### src/rtl/uart_wordpack_rx.sv
module uart_wordpack_rx #(
  parameter int OVS   = 16,
  parameter int DEPTH = 16,
  parameter int CW    = 16
) (
  input  logic        clk,
  input  logic        rst_n,
  input  logic        os_tick,
  input  logic        rx_in,
  input  logic        reg_we,
  input  logic        reg_re,
  input  logic [2:0]  reg_addr,
  input  logic [31:0] reg_wdata,
  output logic [31:0] reg_rdata,
  output logic        irq_rxlev,
  output logic        irq_stale
);
  localparam int AW  = (DEPTH > 1) ? $clog2(DEPTH) : 1;
  localparam int LW  = $clog2(DEPTH + 1);
  localparam int CAP = 4 * DEPTH;
  localparam int OW  = $clog2(OVS);
  localparam int CHT = 10 * OVS;
  localparam int TW  = $clog2(CHT);

  typedef enum logic [1:0] {S_IDLE, S_START, S_DATA, S_STOP} st_t;

  logic [1:0]    rx_sync;
  logic          rx_s;
  st_t           state;
  logic [OW-1:0] tcnt;
  logic [2:0]    bitn;
  logic [7:0]    shreg;
  logic          char_done, char_ferr;

  logic [31:0]   mem [DEPTH];
  logic [AW-1:0] wptr, rptr;
  logic [LW-1:0] level, wmark;
  logic [31:0]   pword, merged, push_data;
  logic [1:0]    bidx;
  logic [CW-1:0] char_cnt, xlen, snap;
  logic [7:0]    stale_to, ichar;
  logic [TW-1:0] ctick;
  logic          armed, stale_flag, overrun, ferr;

  assign rx_s = rx_sync[1];

  always_ff @(posedge clk or negedge rst_n) begin
    if (!rst_n) begin
      rx_sync   <= 2'b11;
      state     <= S_IDLE;
      tcnt      <= '0;
      bitn      <= '0;
      shreg     <= '0;
      char_done <= 1'b0;
      char_ferr <= 1'b0;
    end else begin
      rx_sync   <= {rx_sync[0], rx_in};
      char_done <= 1'b0;
      if (state == S_IDLE) begin
        if (!rx_s) begin
          state <= S_START;
          tcnt  <= '0;
        end
      end else if (os_tick) begin
        case (state)
          S_START:
            if (tcnt == OW'(OVS/2 - 1)) begin
              tcnt  <= '0;
              bitn  <= '0;
              state <= rx_s ? S_IDLE : S_DATA;
            end else tcnt <= tcnt + 1'b1;
          S_DATA:
            if (tcnt == OW'(OVS - 1)) begin
              tcnt  <= '0;
              shreg <= {rx_s, shreg[7:1]};
              bitn  <= bitn + 1'b1;
              if (bitn == 3'd7) state <= S_STOP;
            end else tcnt <= tcnt + 1'b1;
          S_STOP:
            if (tcnt == OW'(OVS - 1)) begin
              state     <= S_IDLE;
              char_done <= 1'b1;
              char_ferr <= ~rx_s;
            end else tcnt <= tcnt + 1'b1;
          default: state <= S_IDLE;
        endcase
      end
    end
  end

  logic wr_len, cmd, rst_rx, rst_err, clr_stale, pop, full;
  logic take, ovr_char, len_hit, char_push, counting, stale_ev, flush_push, flush_ovr, push;

  assign wr_len    = reg_we && reg_addr == 3'd3;
  assign cmd       = reg_we && reg_addr == 3'd2;
  assign rst_rx    = cmd && reg_wdata[0];
  assign rst_err   = cmd && reg_wdata[1];
  assign clr_stale = cmd && reg_wdata[2];
  assign full      = level == LW'(DEPTH);
  assign pop       = reg_re && reg_addr == 3'd0 && level != '0;

  assign take      = char_done && armed && !full;
  assign ovr_char  = char_done && armed && full;
  assign len_hit   = take && xlen != '0 && 32'(xlen) <= 32'(CAP) && (char_cnt + 1'b1) == xlen;
  assign merged    = pword | (32'(shreg) << {bidx, 3'b000});
  assign char_push = take && (bidx == 2'd3 || len_hit);
  assign counting  = armed && !stale_flag && char_cnt != '0;
  assign stale_ev  = counting && state == S_IDLE && !char_done && os_tick &&
                     ctick == TW'(CHT - 1) && ({1'b0, ichar} + 9'd1) >= {1'b0, stale_to};
  assign flush_push = stale_ev && bidx != 2'd0 && !full;
  assign flush_ovr  = stale_ev && bidx != 2'd0 && full;
  assign push       = char_push || flush_push;
  assign push_data  = char_push ? merged : pword;

  always_ff @(posedge clk) begin
    if (push && !rst_rx) mem[wptr] <= push_data;
  end

  always_ff @(posedge clk or negedge rst_n) begin
    if (!rst_n) begin
      wptr <= '0; rptr <= '0; level <= '0; wmark <= '0;
      pword <= '0; bidx <= '0; char_cnt <= '0; xlen <= '0; snap <= '0;
      stale_to <= 8'd15; ichar <= '0; ctick <= '0;
      armed <= 1'b0; stale_flag <= 1'b0; overrun <= 1'b0; ferr <= 1'b0;
    end else if (rst_rx) begin
      wptr <= '0; rptr <= '0; level <= '0;
      pword <= '0; bidx <= '0; char_cnt <= '0; snap <= '0;
      ichar <= '0; ctick <= '0; armed <= 1'b0;
      if (rst_err) begin overrun <= 1'b0; ferr <= 1'b0; end
      if (clr_stale) stale_flag <= 1'b0;
    end else begin
      if (push) wptr <= wptr + 1'b1;
      if (pop)  rptr <= rptr + 1'b1;
      level <= level + LW'(push) - LW'(pop);

      if (take) begin
        char_cnt <= char_cnt + 1'b1;
        if (char_push) begin pword <= '0; bidx <= '0; end
        else begin pword <= merged; bidx <= bidx + 1'b1; end
      end
      if (stale_ev) begin
        pword <= '0; bidx <= '0;
        snap <= char_cnt; armed <= 1'b0; stale_flag <= 1'b1;
      end
      if (len_hit) begin
        snap <= char_cnt + 1'b1; armed <= 1'b0;
      end

      if (state != S_IDLE || char_done || wr_len) begin
        ctick <= '0; ichar <= '0;
      end else if (counting && os_tick) begin
        if (ctick == TW'(CHT - 1)) begin
          ctick <= '0; ichar <= ichar + 1'b1;
        end else ctick <= ctick + 1'b1;
      end

      if (wr_len) begin
        xlen <= reg_wdata[CW-1:0]; armed <= 1'b1; char_cnt <= '0;
      end
      if (reg_we && reg_addr == 3'd4) stale_to <= reg_wdata[7:0];
      if (reg_we && reg_addr == 3'd5) wmark <= reg_wdata[LW-1:0];
      if (clr_stale) stale_flag <= 1'b0;

      if (rst_err) begin overrun <= 1'b0; ferr <= 1'b0; end
      if (ovr_char || flush_ovr) overrun <= 1'b1;
      if (take && char_ferr) ferr <= 1'b1;
    end
  end

  always_comb begin
    case (reg_addr)
      3'd0:    reg_rdata = mem[rptr];
      3'd1:    reg_rdata = {26'b0, armed, stale_flag, ferr, overrun, full, level != '0};
      3'd3:    reg_rdata = 32'(xlen);
      3'd4:    reg_rdata = 32'(stale_to);
      3'd5:    reg_rdata = 32'(wmark);
      3'd6:    reg_rdata = 32'(snap);
      3'd7:    reg_rdata = 32'(level);
      default: reg_rdata = '0;
    endcase
  end

  assign irq_rxlev = level > wmark;
  assign irq_stale = stale_flag;

  p_level_bound_r12: assert property (@(posedge clk) disable iff (!rst_n)
    level <= LW'(DEPTH));
  p_overrun_when_full_r8: assert property (@(posedge clk) disable iff (!rst_n)
    $rose(overrun) |-> $past(level) == LW'(DEPTH));
  p_stale_needs_arm_r7: assert property (@(posedge clk) disable iff (!rst_n)
    $rose(stale_flag) |-> $past(armed));
  p_rx_reset_clears_r11: assert property (@(posedge clk) disable iff (!rst_n)
    rst_rx |=> (level == '0 && !armed && bidx == 2'd0));
  p_unarmed_no_push_r2: assert property (@(posedge clk) disable iff (!rst_n)
    (!armed && !wr_len && !pop && !rst_rx) |=> $stable(level));
endmodule

### config.mk
export PLATFORM = sky130hd
export DESIGN_NAME = uart_wordpack_rx
export DESIGN_NICKNAME = d
export VERILOG_FILES = /design/src/rtl/uart_wordpack_rx.sv
export SDC_FILE = /design/constraint.sdc
export NUM_CORES = 1
export LEC_CHECK = 0
export ABC_AREA = 1
export BUFFER_PORTS_ARGS = -buffer_cell sky130_fd_sc_hd__buf_2
export CAP_MARGIN = 0
export CORE_MARGIN = 2
export CORE_UTILIZATION = 45
export CTS_CLUSTER_DIAMETER = 200
export CTS_CLUSTER_SIZE = 8
export DETAILED_ROUTE_END_ITERATION = 8
export GPL_ROUTABILITY_DRIVEN = 0
export MAX_ROUTING_LAYER = met4
export PLACE_DENSITY = 0.67
export SLEW_MARGIN = 30
export SYNTH_ARGS = -nofsm -noshare
export SYNTH_HDL_FRONTEND = slang
export SYNTH_SLANG_ARGS = --single-unit
export TNS_END_PERCENT = 1
### constraint.sdc
create_clock -name clk -period 5 [get_ports clk]
set_clock_uncertainty 0.2 [all_clocks]
set_input_delay 0.25 -clock clk [delete_from_list [all_inputs] [get_ports clk]]
set_output_delay 0.25 -clock clk [all_outputs]
set_load 0.05 [all_outputs]
==> impl_metrics.yaml <==
critical_path:
  setup.worst_path.start: "ichar[0]"
  arrival_ns: 4.85
  r2r-start: "ichar[0]"
  crit_path_start_kind: "flop"
  crit_required_ns: 5.31
  rr_worst_depth: 27
  crit_type: "reg -> reg"
  path_max_fanout: 8
  cp-end-kind: "flop"
floorplan:
  coreArea_um2: 63310
  dieArea_um2: 66280
  ios: 75
  die_h_um: 257.5
  start_util_pct: 45.66
  die_x_um: 257.5
  rows: 92
clocking:
  cts_tree: "built"
  post_cts_buffers: 0
  cts_resized: 0
  root_buffer: "clkbuf_16"
  htreeDepth: 3
  cts_buffers: 92
  clk_pin_slew_worst_paths_ns: 0.05
  insertion_delay_ns: 0.64
  cts_buffer_depth: 3
  cts.sinks: 661
  cts-hold-fix-buffers: 27
yosys:
  synth_top_area_cell: "edfxtp_1"
  async_flop_share_pct: 22.54
  synth.distinct_cells: 58
  synth-edff-count: 512
  ys_ff_latch: 661
  synth_top_area_share_pct: 53.19
  synth_flop_cell: "edfxtp_1"
  syn_avg_cell_area_um2: 11.06
  netlist_top_cells_area: "edfxtp_1 (53%), dfrtp_1 (12%), o21ai_0 (6.6%)"
  yosysWarnings: 0
  synth-seq-area-share_pct: 66.11
  syn_inst: 2613
  syn-num-nets: 2692
  syn_area_um2: 28910
routing:
  drtIter0Drc: 2396
  vias_per_cell: 5.858
  vias: 21073
  ant_nets: 0
  dr.pass1.iters: 6
  wl_per_cell_um: 21.44
  drt_wl_total_um: 77130
  post-route-drc-count: 0
grt:
  globalRouteOverflowTotal: 0
  grt_max_degree: 107
  grt_pass1_wl_um: 119900
  grt_util_all_layers_pct: 24.00
  grt_pass1_vias: 20861
  antenna_found_initial: 0
run:
  cap_violations: 0
power_and_ir_drop:
  power_uw: 15270
  vdd_drop_max_mv: 0.3698
  cellPowerDensity_nw_per_um2: 458.5
  p_leak_uw: 0.01221
sta:
  rsz0062_at_grt: "no"
  slew_headroom_pct: 31.41
  post-route-period-util_pct: 90.72
  fin_crit_ns: 4.536
  setup_viol: 0
  finalSetupTns_ns: 0
  tightest_slew_ns: 1.023
  whs_ns: 0.05418
  finalHoldViolCount: 0
  drv_slew: 0
  max_freq_mhz: 220.5
cells_and_area:
  fill_cells: 5353
  syn_to_final_growth_pct: 15.24
  drive_gt1_share_pct: 11.01
  nets: 2774
  diodes: 0
placed_design:
  port_buffers: 58
  dp_hpwl_um: 43890
min_path:
  min_path_cells: 2
  min_from: "rx_in"
  hp-class: "in -> reg"
run_status:
  status: "complete, no violations"
-- synth_stat cells (12+ instances only) --
| library cell | n |
|---|---|
| buf_1 | 12 |
| dfrtp_1 | 143 |
| xor2_1 | 17 |
| nand4_1 | 30 |
| nand3_1 | 112 |
| buf_2 | 12 |
| o211ai_1 | 35 |
| o22ai_1 | 65 |
| o221ai_1 | 77 |
| nor3_1 | 15 |
| nand2_1 | 286 |
| a21oi_1 | 57 |
| o21ai_2 | 26 |
| edfxtp_1 | 512 |
| nor2_1 | 392 |
| o21ai_0 | 381 |
| clkbuf_1 | 116 |
| inv_1 | 182 |
| ha_1 | 37 |
-- worst max-delay path: stages, from the launching register on --
cell	delay, ns
dfrtp_1	0.41
ha_1	0.21
nand3_1	0.14
nor2_1	0.16
nand2_1	0.08
xor2_1	0.17
inv_1	0.06
ha_1	0.31
inv_1	0.05
nor4_1	0.27
nand2_1	0.08
nand3_1	0.09
nand2_1	0.10
nor2_1	0.18
nand2_1	0.20
nand2_2	0.23
inv_1	0.07
ha_1	0.26
inv_1	0.06
ha_1	0.16
inv_1	0.06
fa_1	0.35
inv_1	0.08
nand2_1	0.06
a21oi_1	0.13
nor2_1	0.07
xor2_1	0.13
nor2_1	0.05
-- worst paths after layout --
path / slack (ns) / endpoint
min in group asynchronous: 0.52 / wmark[3]
setup reg to reg: 0.46 / level[4]
setup / recovery: 0.46 / level[4]
hold reg to reg: 0.16 / rx_sync[1]
hold / removal: 0.05 / rx_sync[0]
max in group asynchronous: 3.52 / rptr[2]
-- power breakdown --
| group | total, uW | switching [uW] | internal, uW |
|---|---|---|---|
| Sequential | 6240 | 255 | 5980 |
| Combinational | 3370 | 2380 | 995 |
| Clock | 5660 | 2260 | 3400 |
-- sequential cells by signal, summed over array words and instances, names as in the netlist, 2 cells and up --
| signal | count |
|---|---|
| char_cnt | 16 |
| level | 5 |
| pword | 32 |
| ctick | 8 |
| ichar | 8 |
| wmark | 5 |
| tcnt | 4 |
| rx_sync | 2 |
| stale_to | 8 |
| xlen | 16 |
| rptr | 4 |
| shreg | 8 |
| bidx | 2 |
| mem | 512 |
| wptr | 4 |
| bitn | 3 |
| snap | 16 |
| state | 2 |
-- layer usage --
layer  wire length [um]  track usage, %
met5                  0               -
met1              31820           31.38
met4               2044           8.092
met3               5602           2.807
met2              37670           39.13
-- cell usage in the layout, fill, tap and decap left out, types with 15 or more instances in the layout --
cell type      instances
nand3_1              112
o22ai_1               65
xor2_1                17
o211ai_1              35
nor2_4                23
clkbuf_16             92
clkbuf_1              51
o221ai_1              77
dlygate4sd3_1         26
buf_4                 30
nor2_1               376
nand2_1              286
nor3_1                15
buf_12                17
edfxtp_1             512
o21ai_0              381
nand4_1               30
ha_1                  37
buf_2                 57
dfrtp_1              139
o21ai_2               26
a21oi_1               57
inv_1                178
-- logic make-up (layout without fill, tap and decap cells) --
| group | after synthesis | after routing | synth area share, % |
|---|---|---|---|
| XOR/XNOR | 21 | 21 | 0.6839 |
| AND/OR/NAND/NOR | 869 | 869 | 12.70 |
| adder cells (fa/ha/maj) | 38 | 38 | 1.671 |
| flip-flops | 661 | 661 | 66.11 |
| multiplexers | 2 | 2 | 0.07358 |
| buffers and inverters | 339 | 477 | 4.584 |
| AO/OA/AOI/OAI | 683 | 683 | 14.17 |
-- cell type report --
cell class              instances  area [um2]  area share [%]
multi-input cells            1613        8598           25.81
clock buffers                 143        2494           7.486
clock inverters                 7       118.9          0.3568
inverters                     193       730.7           2.194
repair buffers                134        1189           3.568
well taps                     846        1059           3.178
flip-flops and latches        661       19120           57.41
-- through the flow --
step	util (%)	cell area (um2)	std cells	setup slack [ns]
final	52.62	33310	3597	0.4642
after global routing	52.62	33310	3597	0.06373
after CTS	52.61	33310	3597	0.5403
after detailed placement	48.03	30410	3420	0.5528
after global placement	47.97	30370	3419	0.5811
after floorplan	-	28910	2613	0.6030
Power figures use the tool's default switching activity.
